--- config.mk ---
export PLATFORM = sky130hd
export DESIGN_NAME = phase_pwm_gen
export DESIGN_NICKNAME = d
export VERILOG_FILES = /design/src/rtl/phase_pwm_pkg.sv /design/src/rtl/phase_pwm_clamp.sv /design/src/rtl/phase_pwm_ctrl.sv /design/src/rtl/phase_pwm_datapath.sv /design/src/rtl/phase_pwm_gen.sv
export SDC_FILE = /design/constraint.sdc
export NUM_CORES = 1
export LEC_CHECK = 0
export BUFFER_PORTS_ARGS = -buffer_cell sky130_fd_sc_hd__buf_4
export CAP_MARGIN = 20
export CORE_UTILIZATION = 57
export CTS_CLUSTER_SIZE = 14
export DETAILED_ROUTE_END_ITERATION = 10
export PLACE_DENSITY = 0.77
export SYNTH_ARGS = -nofsm -noshare
export SYNTH_HDL_FRONTEND = slang
export SYNTH_HIERARCHICAL = 1
export SYNTH_SLANG_ARGS = --single-unit
--- constraint.sdc ---
create_clock -name clk -period 5.06 [get_ports clk]
set_clock_uncertainty 0.15 [all_clocks]
set_input_delay 0.253 -clock clk [delete_from_list [all_inputs] [get_ports clk]]
set_output_delay 0.253 -clock clk [all_outputs]
set_load 0.05 [all_outputs]
--- src/rtl/phase_pwm_pkg.sv ---
package phase_pwm_pkg;
  // Strobes from control to datapath, one cycle each
  typedef struct packed {
    logic loadActive;  // copy shadow into active at this edge
    logic clearAcc;    // hold accumulator at zero and stop output
  } pwmStrobe_t;
endpackage

--- src/rtl/phase_pwm_clamp.sv ---
module phase_pwm_clamp #(
  parameter int ACC_W     = 16,
  parameter int MIN_STEPS = 32
) (
  input  logic             clampEn,
  input  logic [ACC_W-1:0] rawBase,
  output logic [ACC_W-1:0] usedBase,
  output logic             modified
);
  localparam int RANGE = 2 ** ACC_W;
  localparam int MAX_INT = RANGE / MIN_STEPS;
  localparam logic [ACC_W-1:0] MAX_BASE = ACC_W'(MAX_INT);

  logic [ACC_W-1:0] limited;
  logic [ACC_W-1:0] clamped;

  generate
    if (MIN_STEPS > 1) begin : g_upper
      always_comb limited = (rawBase > MAX_BASE) ? MAX_BASE : rawBase;
    end else begin : g_noupper
      always_comb limited = rawBase;
    end
  endgenerate

  always_comb begin
    clamped  = (rawBase == '0) ? ACC_W'(1) : limited;
    usedBase = clampEn ? clamped : rawBase;
    modified = clampEn && (clamped != rawBase);
  end
endmodule

--- src/rtl/phase_pwm_ctrl.sv ---
module phase_pwm_ctrl
  import phase_pwm_pkg::*;
#(
  parameter int ACC_W     = 16,
  parameter int DUTY_W    = 8,
  parameter int MIN_STEPS = 32
) (
  input  logic              clk,
  input  logic              rstN,
  input  logic              enable,
  input  logic              clampEn,
  input  logic              writeStrobe,
  input  logic [ACC_W-1:0]  baseUnitIn,
  input  logic [DUTY_W-1:0] onTimeIn,
  input  logic              updateStrobe,
  input  logic              wrapNext,
  input  logic              baseZero,
  output pwmStrobe_t        strobe,
  output logic [ACC_W-1:0]  shadowBase,
  output logic [DUTY_W-1:0] shadowOn,
  output logic              clampHit
);
  localparam int MAX_INT = (2 ** ACC_W) / MIN_STEPS;
  localparam logic [ACC_W-1:0] MAX_BASE = ACC_W'(MAX_INT);

  logic [ACC_W-1:0] usedBase;
  logic             modified;
  logic             pendingQ;
  logic             loadNow;

  phase_pwm_clamp #(.ACC_W(ACC_W), .MIN_STEPS(MIN_STEPS)) clamp_i (
    .clampEn  (clampEn),
    .rawBase  (baseUnitIn),
    .usedBase (usedBase),
    .modified (modified)
  );

  // A transfer waits for a period boundary, or goes at once when no boundary can come
  always_comb begin
    loadNow           = pendingQ && (wrapNext || !enable || baseZero);
    strobe.loadActive = loadNow;
    strobe.clearAcc   = !enable;
  end

  always_ff @(posedge clk) begin
    if (!rstN) begin
      shadowBase <= '0;
      shadowOn   <= '0;
      clampHit   <= 1'b0;
      pendingQ   <= 1'b0;
    end else begin
      if (writeStrobe) begin
        shadowBase <= usedBase;
        shadowOn   <= onTimeIn;
        clampHit   <= modified;
      end
      pendingQ <= updateStrobe || (pendingQ && !loadNow);
    end
  end

  generate
    if (MIN_STEPS > 1) begin : g_range_chk
      assert_clamp_range_R9: assert property (@(posedge clk) disable iff (!rstN)
        (writeStrobe && clampEn) |=> (shadowBase != '0 && shadowBase <= MAX_BASE));
    end
  endgenerate

  assert_raw_pass_R10: assert property (@(posedge clk) disable iff (!rstN)
    (writeStrobe && !clampEn) |=> (shadowBase == $past(baseUnitIn)));

  assert_arm_R6: assert property (@(posedge clk) disable iff (!rstN)
    updateStrobe |=> pendingQ);

  assert_flag_hold_R11: assert property (@(posedge clk) disable iff (!rstN)
    !writeStrobe |=> $stable(clampHit));
endmodule

--- src/rtl/phase_pwm_datapath.sv ---
module phase_pwm_datapath
  import phase_pwm_pkg::*;
#(
  parameter int ACC_W  = 16,
  parameter int DUTY_W = 8
) (
  input  logic              clk,
  input  logic              rstN,
  input  pwmStrobe_t        strobe,
  input  logic [ACC_W-1:0]  shadowBase,
  input  logic [DUTY_W-1:0] shadowOn,
  output logic              wrapNext,
  output logic              baseZero,
  output logic              pwmOut
);
  localparam int SUM_W = ACC_W + 1;

  logic [ACC_W-1:0]  acc;
  logic [ACC_W-1:0]  activeBase;
  logic [DUTY_W-1:0] activeOn;
  logic              runQ;
  logic [SUM_W-1:0]  sum;
  logic [DUTY_W-1:0] phaseHi;

  always_comb begin
    sum      = {1'b0, acc} + {1'b0, activeBase};
    wrapNext = sum[ACC_W];
    baseZero = (activeBase == '0);
    phaseHi  = acc[ACC_W-1 -: DUTY_W];
    pwmOut   = runQ && !baseZero && (phaseHi < activeOn);
  end

  always_ff @(posedge clk) begin
    if (!rstN) begin
      acc        <= '0;
      activeBase <= '0;
      activeOn   <= '0;
      runQ       <= 1'b0;
    end else begin
      runQ <= !strobe.clearAcc;
      acc  <= strobe.clearAcc ? '0 : sum[ACC_W-1:0];
      if (strobe.loadActive) begin
        activeBase <= shadowBase;
        activeOn   <= shadowOn;
      end
    end
  end

  assert_stall_R4: assert property (@(posedge clk) disable iff (!rstN)
    (!strobe.clearAcc && baseZero) |=> $stable(acc));

  assert_zero_duty_R3: assert property (@(posedge clk) disable iff (!rstN)
    (activeOn == '0) |-> !pwmOut);

  assert_load_gate_R6: assert property (@(posedge clk) disable iff (!rstN)
    (activeBase != $past(activeBase)) |-> $past(strobe.loadActive));

  assert_clear_R8: assert property (@(posedge clk) disable iff (!rstN)
    $past(strobe.clearAcc) |-> (acc == '0 && !pwmOut));
endmodule

--- src/rtl/phase_pwm_gen.sv ---
module phase_pwm_gen
  import phase_pwm_pkg::*;
#(
  parameter int ACC_W     = 16,
  parameter int DUTY_W    = 8,
  parameter int MIN_STEPS = 32
) (
  input  logic              clk,
  input  logic              rstN,
  input  logic              enable,
  input  logic              clampEn,
  input  logic              writeStrobe,
  input  logic [ACC_W-1:0]  baseUnitIn,
  input  logic [DUTY_W-1:0] onTimeIn,
  input  logic              updateStrobe,
  output logic              pwmOut,
  output logic              clampHit
);
  pwmStrobe_t        strobe;
  logic [ACC_W-1:0]  shadowBase;
  logic [DUTY_W-1:0] shadowOn;
  logic              wrapNext;
  logic              baseZero;

  phase_pwm_ctrl #(.ACC_W(ACC_W), .DUTY_W(DUTY_W), .MIN_STEPS(MIN_STEPS)) ctrl_i (
    .clk          (clk),
    .rstN         (rstN),
    .enable       (enable),
    .clampEn      (clampEn),
    .writeStrobe  (writeStrobe),
    .baseUnitIn   (baseUnitIn),
    .onTimeIn     (onTimeIn),
    .updateStrobe (updateStrobe),
    .wrapNext     (wrapNext),
    .baseZero     (baseZero),
    .strobe       (strobe),
    .shadowBase   (shadowBase),
    .shadowOn     (shadowOn),
    .clampHit     (clampHit)
  );

  phase_pwm_datapath #(.ACC_W(ACC_W), .DUTY_W(DUTY_W)) dp_i (
    .clk        (clk),
    .rstN       (rstN),
    .strobe     (strobe),
    .shadowBase (shadowBase),
    .shadowOn   (shadowOn),
    .wrapNext   (wrapNext),
    .baseZero   (baseZero),
    .pwmOut     (pwmOut)
  );
endmodule

# After elaboration in Yosys (flattened, before gate mapping)
# Index checks and enable logic that the tools add are counted.
dict set report op_classes {
  add_sub_neg 1
  order_cmp 2
  n_eq_ne 1
  mux 3
  reduce_logical 14
}
# cell n
set ops {}
lappend ops {{$mux W16} 3}
lappend ops {{$logic_not A16 Y1} 2}
lappend ops {{$add A16 B16 Y17} 1}
lappend ops {{$gt A16 B12 Y1 const B} 1}
lappend ops {{$ne A16 B16 Y1} 1}
lappend ops {{$lt A8 B8 Y1} 1}
lappend ops {{$logic_and A1 B1 Y1} 5}
lappend ops {{$logic_not A1 Y1} 3}
lappend ops {{$logic_or A1 B1 Y1} 3}
lappend ops {{$reduce_and A2 Y1} 1}
dict set report word_totals {
  regBits 67
  inputBits 30
}

# Longest topological paths before layout
# Gate-level depths: netlist of run 1.
dict set report logic_depth {
  word_depth 7
  mapped_depth 13
  mapped_depth_nobuf 10
}

# Cells and area by module
# Netlist of run 1, hierarchy kept.
# module instances cells_per_inst area_each_um2 seq_area_each_um2
set by_module_without_submodules {}
lappend by_module_without_submodules {phase_pwm_datapath 1 242 2306.0 820.8}
lappend by_module_without_submodules {phase_pwm_ctrl 1 87 1022.2 520.5}
lappend by_module_without_submodules {phase_pwm_clamp 1 30 206.4 0.0}

# Least setup slack after synthesis of run 1
# OpenSTA, ideal clock, no wires.
dict set report synth_timing {
  path_kind {flip-flop to output port}
  startpoint {register dp_i.activeOn[1]}
  endpoint {output pwmOut}
  arrival_ps 3429
  required_time_ps 4657
  path_slack_ps 1228
  path_stages_with_launch 8
  cell_sequence {dfxtp_1 > inv_1 > ha_1 > a21oi_1 > nor2b_1 > o21ai_0 > a21oi_1 > a2111oi_0}
}
dict set report synth_via {
  elab_chain_cells 2
}
# element line
set synth_lines {}
lappend synth_lines {{start, declared} phase_pwm_datapath.sv:20} ;# logic [DUTY_W-1:0] activeOn;
lappend synth_lines {{start signal, assigned} phase_pwm_datapath.sv:44} ;# activeOn <= shadowOn;
lappend synth_lines {{$lt A8 B8 Y1} phase_pwm_datapath.sv:30} ;# pwmOut = runQ && !baseZero && (phaseHi < activeOn);
lappend synth_lines {{$logic_and A1 B1 Y1} phase_pwm_datapath.sv:30}
lappend synth_lines {{end, declared} phase_pwm_gen.sv:16} ;# output logic pwmOut,
# Every way passes these cells.

==> run summary, run 1 <==
core area: 5960 µm²
Clock transition at path regs: 0.07 ns
Detailed Route Iter0 Violations: 170
Mapped Nets: 413
Worst VDD drop: 0.256 mV
nets: 440
Worst Setup Slack, final: 2.06 ns
FF-to-FF End: dp_i/activeOn[3]
Synth warnings: 6
Worst Path Arrival: 3.08 ns
worst reg2reg startpoint: dp_i/activeBase[0]
Syn Std Cell Area: 3530 µm²
CP Max Fanout: 24
RSZ-0062 raised after global routing: false
Area growth syn-to-layout: 12.7%
vias in the first global route: 2397
post-CTS setup buffers: 0
register area share after synthesis: 37.9%
# DRC: 0
grt ovf: 0
worst hold path stage count: 3
final hold vios: 0
#FFs+latches synth: 67
drt total wl: 6.89 mm
floorplan row count: 28
Die ar.: 6520 µm²
CP Capture Type: flop
most frequent cells in the layout: dfxtp_1 (67), nor2b_1 (51), mux2i_1 (49)
Post-synth EDFFs: 0
endpoints failing setup: 0
hold-fix buffers at CTS: 1
first-pass GRT wire length: 11.0 mm
H-tree depth: 3
die span in x: 80.7 µm
area of placed instances: 3740 µm²
initial antenna violation count: 0
Worst EP required: 5.14 ns
count of input and output buffers: 31
maximum clock path buffer count: 2
ANT cells: 0
Async SR Flop Fraction: 0%
Fill cells: 491
I/O Pins: 32
Worst Hold End: ctrl_i/shadowOn[3]
via/cell ratio: 5.51
shortest period the worst path allows: 3.00 ns
Reg2Reg Setup Slack: 2.06 ns
pwr dens: 293 nW/µm²
Root Buffer: clkbuf_8
share of cells above drive strength 1: 14.8%
Final period util: 59.3%
max-cap viol count: 0
Worst-Margin Slew: 0.674 ns
static leakage: 1.72 nW
Final Wtd Congestion: 0.877
total track usage: 22.4%
largest net degree at the start of global routing: 53
Hold/Removal Path Class: input pin to flop
status: complete, no violations
Slew headroom: 55.1%
drt first pass iters: 4
Starting Density: 59.3%
ANT nets after route: 0
Final Cell Area: 3980 µm²
hpwl dp: 5.11 mm
CTS tree: built
Post-Syn Instances: 359
FMAX: 0.333 GHz
commonest non-fill, non-tap cell in the layout: dfxtp_1
clk sinks: 67
CP Launch Type: flop
WS Path Type: flop to flop
post-cts repair resize count: 0
pins over their slew limit: 0
post-synthesis cell type count: 50
Post-Syn Area per Cell: 9.85 µm²
Setup Total Neg Slack: 0 ns
Wirelength per Cell: 14.8 µm
R2R depth: 11
worst hold start: onTimeIn[3]
clk_lat worst skew: 0.34 ns
CTS buffer count: 9
placement-stage worst setup slack: 2.08 ns
Die H: 80.7 µm
ys flop type: dfxtp_1
vias: 2569
-- worst max-delay path, cell delays in order, from the launching register on --
cell and delay, ns:
dfxtp_1 0.32, ha_1 0.22, fa_1 0.43, a21o_2 0.24
a31oi_2 0.27, nor3_2 0.08, o22ai_2 0.17, o21ai_0 0.16
o31a_1 0.31, buf_4 0.26, mux2i_1 0.20, nor2b_1 0.07
-- report_power, final --
group          switching (W)  internal [W]
registers          0.0000113      0.000544
logic              0.0000562     0.0000590
clock network       0.000194      0.000304
total               0.000262      0.000907
-- worst max-delay path by stage --
stage / slack, ns / start / cells after the start / end
floorplan: 1.23 / dp_i/activeOn[1] / 7 / pwmOut
global placement: 2.17 / dp_i/activeBase[0] / 11 / dp_i/activeOn[3]
detailed placement: 2.08 / dp_i/activeBase[0] / 11 / dp_i/activeBase[4]
CTS: 2.07 / dp_i/activeBase[0] / 11 / dp_i/activeBase[4]
global route: 1.83 / dp_i/activeBase[0] / 11 / dp_i/activeOn[7]
finish: 2.06 / dp_i/activeBase[0] / 11 / dp_i/activeOn[3]
-- registers in the layout, summed over array words and instances, names as in the netlist --
signal,cells
ctrl_i/shadowBase,16
dp_i/runQ,1
ctrl_i/pendingQ,1
dp_i/acc,16
ctrl_i/clampHit,1
ctrl_i/shadowOn,8
dp_i/activeOn,8
dp_i/activeBase,16
-- per-stage QoR --
stage	std cells	total power, W	hold slack (ns)	utilization, %
2_1_floorplan	359	0.000649	0.206	-
3_3_place_gp	449	0.000678	0.293	62.9
3_5_place_dp	449	0.000682	0.302	62.9
4_1_cts	466	0.00118	0.0107	66.9
5_1_grt	466	0.00121	0.0159	66.9
6_report	466	0.00117	0.0234	66.9
-- synth_stat cells, types with 2 or more instances --
cell type / n / area share, %
nand2b_1: 5 / 0.88
o21ai_1: 5 / 0.71
nor4_1: 6 / 1.1
o21ai_0: 5 / 0.71
nor2b_1: 51 / 9.0
o211ai_2: 2 / 0.71
buf_4: 2 / 0.42
nand2_1: 10 / 1.1
a211oi_1: 4 / 0.85
and2_1: 18 / 3.2
xor2_1: 7 / 1.7
a21oi_1: 12 / 1.7
nor2_1: 17 / 1.8
nor3_1: 4 / 0.57
dfxtp_1: 67 / 38
buf_2: 4 / 0.57
ha_1: 23 / 8.1
inv_1: 11 / 1.2
xnor2_1: 5 / 1.2
nand3_1: 4 / 0.57
a31oi_1: 4 / 0.71
clkbuf_1: 7 / 0.74
o21bai_1: 2 / 0.42
or4_4: 2 / 0.64
and4b_1: 2 / 0.57
buf_6: 2 / 0.64
buf_12: 2 / 1.1
mux2i_1: 49 / 14
o31a_1: 2 / 0.50
a21o_1: 5 / 1.1
-- cell type report --
class / count / area (µm²) / area share (%)
multi-input cells: 263 / 2020 / 50.8
flip-flops and latches: 67 / 1340 / 33.7
repair buffers: 33 / 250 / 6.28
clock buffers: 12 / 155 / 3.90
well taps: 75 / 93.8 / 2.36
clock inverters: 4 / 72.6 / 1.82
inverters: 12 / 45.0 / 1.13
-- kinds of logic after synthesis --
family,count (synthesis),synth area share [%]
AOI/OAI and AO/OA,52,10.4
xor gates and xnor gates,12,2.97
adders and majority gates,24,8.71
buffers and inverters,29,4.78
DFF,67,37.9
muxes,49,13.9
and+or+nand+nor,126,21.3
-- routing by layer --
layer	vias to the layer above	track usage, %	share of wire (%)
met3	12	4.83	3.3
li1	1311	-	-
met2	49	37.6	49
met5	-	0	0
met4	0	10.4	2.1
met1	1197	27.2	46
Note: power is estimated with default switching activity, not from simulation.
==> run 2, diff against run 1 <==
--- a/config.mk
+++ b/config.mk
@@ -5,6 +5,7 @@
 export SDC_FILE = /design/constraint.sdc
 export NUM_CORES = 1
 export LEC_CHECK = 0
+export ABC_AREA = 1
 export BUFFER_PORTS_ARGS = -buffer_cell sky130_fd_sc_hd__buf_4
 export CAP_MARGIN = 20
 export CORE_UTILIZATION = 57
==> constraint.sdc (replaced) <==
create_clock -name clk -period 2.76 [get_ports clk]
set_clock_uncertainty 0.15 [all_clocks]
set_input_delay 0.138 -clock clk [delete_from_list [all_inputs] [get_ports clk]]
set_output_delay 0.138 -clock clk [all_outputs]
set_load 0.05 [all_outputs]
==> run summary, run 2 <==
Post-synth EDFFs: 0
Final Wtd Congestion: 0.864
Internal Pwr Total: 0.00161 W
placement-stage worst setup slack: 0.305 ns
Worst Setup Slack, final: 0.251 ns
post-synthesis simple-gate area fraction: 31.2%
Comb power frac: 16.3%
hpwl dp: 5.60 mm
vias in the first global route: 2989
adder-cell area share of the yosys netlist: 8.52%
Worst EP required: 2.89 ns
Root Buffer: clkbuf_8
Post-Syn Area per Cell: 6.67 µm²
top flop regs: ctrl_i/shadowBase: 16 flops, dp_i/acc: 16 flops, dp_i/activeBase: 16 flops
Area growth syn-to-layout: 16.1%
Starting Density: 59.9%
Yosys top cell by area: dfxtp_1
area of placed instances: 3860 µm²
CP Capture Type: flop
final hold vios: 0
CTS tree: built
H-tree depth: 3
most instantiated library cell after synthesis: nor2_1
Mapped Nets: 595
crit path from: dp_i/activeBase[0]
CP Launch Type: flop
grt ovf: 0
Detailed Route Iter0 Violations: 128
sw power: 0.000654 W
Syn Std Cell Area: 3610 µm²
Wirelength per Cell: 11.7 µm
post-synthesis cell type count: 31
first-pass GRT wire length: 13.0 mm
Net Sw Frac: 29.0%
share of the synthesized area in the top cell type: 37.1%
Worst Path Arrival: 2.64 ns
clk sinks: 67
pins over their slew limit: 0
floorplan row count: 28
share of cells above drive strength 1: 13.3%
core area: 6030 µm²
clock power share: 36.1%
critical path's top delay family: buffers and inverters
Final period util: 90.9%
via/cell ratio: 5.01
Die ar.: 6660 µm²
die span in x: 81.6 µm
clk_lat worst skew: 0.34 ns
nets: 637
register area share after synthesis: 37.1%
Worst VDD drop: 0.415 mV
Clock transition at path regs: 0.08 ns
Critical Path, Cell by Cell: ha_1 > fa_1 > nand2_1 > a21oi_2 > nand3_1 > nand3_2 > nand4_1 > nand2_1 > inv_1 > nand4_1 > a21oi_1 > dlygate4sd3_1
static leakage: 2.14 nW
WS Path Type: flop to flop
Final Cell Area: 4190 µm²
I/O Pins: 32
status: complete, no violations
Setup Total Neg Slack: 0 ns
pwr dens: 539 nW/µm²
top post-synthesis cells by count: nor2_1 (141), nand2_1 (89), inv_1 (69)
drt first pass iters: 4
vias: 3320
slowest CP cell: dlygate4sd3_1
CP Max Fanout: 4
ANT cells: 0
largest stage delay on the critical path: 0.55 ns
sequential share of power: 47.6%
largest family of logic cells by synthesized area: simple AND/OR/NAND/NOR gates
mux contribution to synthesized area: 0%
Synth area leaders: dfxtp_1 (37%), nor2_1 (15%), nand2_1 (9.3%)
RSZ-0062 raised after global routing: false
commonest non-fill, non-tap cell in the layout: nor2_1
total track usage: 25.1%
#FFs+latches synth: 67
worst reg2reg startpoint: dp_i/activeBase[0]
ANT nets after route: 0
CTS buffer count: 9
endpoints failing setup: 0
post-CTS setup buffers: 0
worst hold start: baseUnitIn[7]
compound-gate portion of the synthesized area: 12.5%
ys flop type: dfxtp_1
largest net degree at the start of global routing: 52
drt total wl: 7.77 mm
# DRC: 0
xor/xnor share of the synthesized area: 0%
Slew headroom: 72.8%
Worst-Margin Slew: 0.408 ns
max-cap viol count: 0
most frequent cells in the layout: nor2_1 (141), nand2_1 (89), inv_1 (69)
maximum clock path buffer count: 2
Async SR Flop Fraction: 0%
Die H: 81.6 µm
shortest period the worst path allows: 2.51 ns
FMAX: 0.399 GHz
Synth warnings: 6
Hold/Removal Path Class: input pin to flop
crit path buf inv count: 2
Post-Syn Instances: 541
count of input and output buffers: 31
Fill cells: 542
initial antenna violation count: 0
==> run 2: cell types whose count changed after synthesis, moves of 7 or more <==
| cell | change |
|---|---|
| nand2_1 | +79 |
| xor2_1 | -7 |
| nor2b_1 | -51 |
| a21oi_1 | +15 |
| nand2_2 | +10 |
| o21ai_0 | +52 |
| inv_1 | +58 |
| and2_1 | -17 |
| nor2_1 | +124 |
| mux2i_1 | -49 |
| nand3_1 | +7 |
==> run 2: logic make-up (layout without fill, tap and decap cells) <==
group,after synthesis,after routing
flops,67,67
simple gates,270,270
buf+inv,92,139
compound gates,88,88
fa+ha+maj,24,24
==> run 2: power by group through the flow <==
stage,clock [W],sequential [W],combinational (W)
after global routing,0.000876,0.00108,0.000424
after detailed placement,0,0.00110,0.000348
final,0.000817,0.00108,0.000367
after floorplan,0,0.00108,0.000255
after global placement,0,0.00110,0.000336
after CTS,0.000837,0.00107,0.000366
==> run 2: metrics by stage <==
| stage | util, % | hold slack (ns) | instances | power [W] |
|---|---|---|---|---|
| 5_1_grt | 69.6 | 0.0163 | 663 | 0.00238 |
| 2_1_floorplan | - | 0.117 | 541 | 0.00134 |
| 3_3_place_gp | 64.0 | 0.209 | 634 | 0.00143 |
| 4_1_cts | 69.5 | 0.00113 | 663 | 0.00228 |
| 6_report | 69.6 | 0.0137 | 663 | 0.00226 |
| 3_5_place_dp | 64.0 | 0.217 | 634 | 0.00144 |
==> run 2: repair_timing <==
action                     in CTS  in global routing
setup endpoints to repair       0                  1
gates resized for setup         0                  1
hold endpoints to repair       13                  0
hold buffers                   13                  0
==> run 2: layout make-up <==
class	count	area (µm²)	share of cell area, %
Timing Repair Buffer	46	382	9.10
Clock buffer	9	124	2.95
Clock inverter	7	77.6	1.85
Sequential cell	67	1340	32.0
Inverter	77	289	6.89
Tap cell	75	93.8	2.24
Multi-Input combinational cell	382	1890	45.0
==> run 2: worst paths after layout <==
check                                             to  depth (start not counted)  slack (ns)
worst max-delay path                 ctrl_i/pendingQ                         12        0.25
worst min-delay path            ctrl_i/shadowBase[7]                          5        0.01
worst max register to register       ctrl_i/pendingQ                         12        0.25
worst min register to register      dp_i/activeOn[6]                          2        0.32
==> run 2: worst register-to-register path, delay by kind of cell (launching register included) <==
kind / cells / cell delay (ns)
DFF: 1 / 0.32
and+or+nand+nor: 6 / 0.52
AOI/OAI and AO/OA: 2 / 0.23
buffers and inverters: 2 / 0.62
adders and majority gates: 2 / 0.59
==> run 2: routing by layer <==
metal | GRT usage, % | routed length [µm] | vias to the layer above
met5 | 0 | 0 | -
met4 | 7.54 | 23 | 0
met3 | 4.67 | 272 | 5
met2 | 43.8 | 3800 | 59
met1 | 31.4 | 3680 | 1478
li1 | - | - | 1778
==> run 3, diff against run 2 <==
--- a/config.mk
+++ b/config.mk
@@ -14,5 +14,4 @@
 export PLACE_DENSITY = 0.77
 export SYNTH_ARGS = -nofsm -noshare
 export SYNTH_HDL_FRONTEND = slang
-export SYNTH_HIERARCHICAL = 1
 export SYNTH_SLANG_ARGS = --single-unit
==> run summary, run 3 <==
status: complete, no violations
WS Path Type: input pin to flop
ys flop type: dfxtp_1
ANT nets after route: 0
Async SR Flop Fraction: 0%
clk sinks: 67
CP Capture Type: flop
total power: 0.00243 W
H-tree depth: 3
hold-fix buffers at CTS: 30
pwr dens: 531 nW/µm²
Hold/Removal Path Class: input pin to flop
commonest non-fill, non-tap cell in the layout: nand2_1
Worst-Margin Slew: 0.912 ns
Mapped Nets: 592
largest net degree at the start of global routing: 45
Worst EP required: 2.90 ns
most used cell, CP: nand2_1
vias: 3492
Area growth syn-to-layout: 17.5%
post-cts repair resize count: 0
endpoints failing setup: 0
Final period util: 82.9%
CP Capture Point: ctrl_i.shadowBase[1]
most instantiated library cell after synthesis: nand2_1
core area: 6460 µm²
Setup Total Neg Slack: 0 ns
Final Wtd Congestion: 0.891
vias in the first global route: 3432
#FFs+latches synth: 67
final hold vios: 0
Wirelength per Cell: 12.8 µm
static leakage: 2.14 nW
CP Max Fanout: 9
Yosys top cell by area: dfxtp_1
Detailed Route Iter0 Violations: 157
drt first pass iters: 5
RSZ-0062 raised after global routing: false
Die ar.: 7150 µm²
hpwl dp: 6.01 mm
Post-Syn Instances: 538
count of input and output buffers: 31
register area share after synthesis: 34.5%
FMAX: 0.437 GHz
post-CTS setup buffers: 0
Reg2Reg Setup Slack: 0.49 ns
Synth area leaders: dfxtp_1 (35%), nand2_1 (12%), ha_1 (7.4%)
CP Launch Type: input pin
Clock transition at path regs: 0.08 ns
Worst Path Arrival: 2.43 ns
CTS tree: built
Fill cells: 537
FF-to-FF End: dp_i.activeOn[7]
CTS buffer count: 9
top flop regs: ctrl_i.shadowBase: 16 flops, dp_i.acc: 16 flops, dp_i.activeBase: 16 flops
slowest CP cell: dlygate4sd3_1
Post-synth EDFFs: 0
clk_lat worst skew: 0.35 ns
Root Buffer: clkbuf_8
ANT cells: 0
final hold slack: 0.0237 ns
floorplan row count: 29
top post-synthesis cells by count: nand2_1 (121), inv_1 (72), dfxtp_1 (67)
most frequent cells in the layout: nand2_1 (121), inv_1 (72), dfxtp_1 (66)
pins over their slew limit: 0
worst reg2reg startpoint: dp_i.activeBase[0]
grt ovf: 0
Die H: 84.6 µm
initial antenna violation count: 0
# DRC: 0
nets: 644
maximum clock path buffer count: 2
Critical Path, Cell by Cell: dlygate4sd3_1 > buf_4 > nor2_1 > nand2_1 > nor2_1 > inv_1 > nand2_1 > nand2_1 > nand2_1 > nand2_1 > a21oi_1 > dlygate4sd3_1
Synth warnings: 0
Worst VDD drop: 0.320 mV
Slew headroom: 39.2%
shortest period the worst path allows: 2.29 ns
drt total wl: 8.60 mm
largest stage delay on the critical path: 0.55 ns
crit path from: baseUnitIn[12]
max-cap viol count: 0
total track usage: 26.5%
Post-Syn Area per Cell: 7.23 µm²
Syn Std Cell Area: 3890 µm²
first-pass GRT wire length: 15.2 mm
share of cells above drive strength 1: 17.5%
via/cell ratio: 5.20
Starting Density: 60.2%
post-synthesis cell type count: 36
die span in x: 84.6 µm
I/O Pins: 32
R2R depth: 10
share of the synthesized area in the top cell type: 34.5%
run 3: cell types whose count changed in the layout (fill, tap and decap cells not counted), sizes merged, moves of 10 or more:
cell,delta
o21ai,-39
dlygate4sd3,+17
nand3,+10
a21oi,+44
nand4,+25
nand2,+27
nor2,-79
run 3: per-stage QoR:
stage / utilization (%) / instance area [µm²] / setup WS (ns) / cells
after floorplan: - / 3890 / 0.545 / 538
after global placement: 62.8 / 4060 / 0.586 / 626
after detailed placement: 62.8 / 4060 / 0.509 / 626
after CTS: 70.7 / 4570 / 0.503 / 672
after global routing: 70.7 / 4570 / 0.302 / 672
final: 70.7 / 4570 / 0.473 / 672
run 3: logic make-up after synthesis:
kind of cell,share of synthesized area [%]
AND/OR/NAND/NOR,30.2
AO/OA/AOI/OAI,15.5
buffers and inverters,11.6
flip-flops,34.5
adder cells (fa/ha/maj),7.92
XOR/XNOR,0.225
run 3: where the power goes:
part	total [W]	switching, W	internal, W	leakage [nW]
clock network	0.000845	0.000396	0.000449	0.0995
registers	0.00109	0.0000627	0.00103	0.549
logic	0.000488	0.000288	0.000200	1.49
total	0.00243	0.000747	0.00168	2.14
run 3: how the worst min path moves through the flow:
stage | depth (start not counted) | to | from
after floorplan | 2 | ctrl_i.pendingQ | updateStrobe
after global placement | 3 | ctrl_i.shadowBase[1] | baseUnitIn[1]
after detailed placement | 3 | ctrl_i.pendingQ | updateStrobe
after CTS | 4 | ctrl_i.shadowBase[10] | writeStrobe
after global routing | 3 | ctrl_i.clampHit | rstN
final | 4 | ctrl_i.shadowBase[10] | writeStrobe
run 3: worst max-delay path: cells and delay by family:
family                 cells  cell delay [ns]
AO/OA/AOI/OAI              1             0.12
buffers and inverters      4             1.30
AND/OR/NAND/NOR            7             0.88
run 3: cell type report:
cell class                 instances  area [µm²]  area share, %
multi-input combinational        376        2090           45.9
timing repair buffer              63         548           12.0
tap                               77        96.3           2.11
clock inverter                     6        71.3           1.56
clock buffer                      10         138           3.01
inverter                          73         277           6.05
sequential                        67        1340           29.4
run 3: layer usage:
metal	share of wire [%]	up-vias	GRT usage, %
met4	1.0	0	8.01
met1	48	1576	33.0
met2	48	63	44.8
met5	0	-	0
met3	3.2	8	7.08
li1	-	1845	-
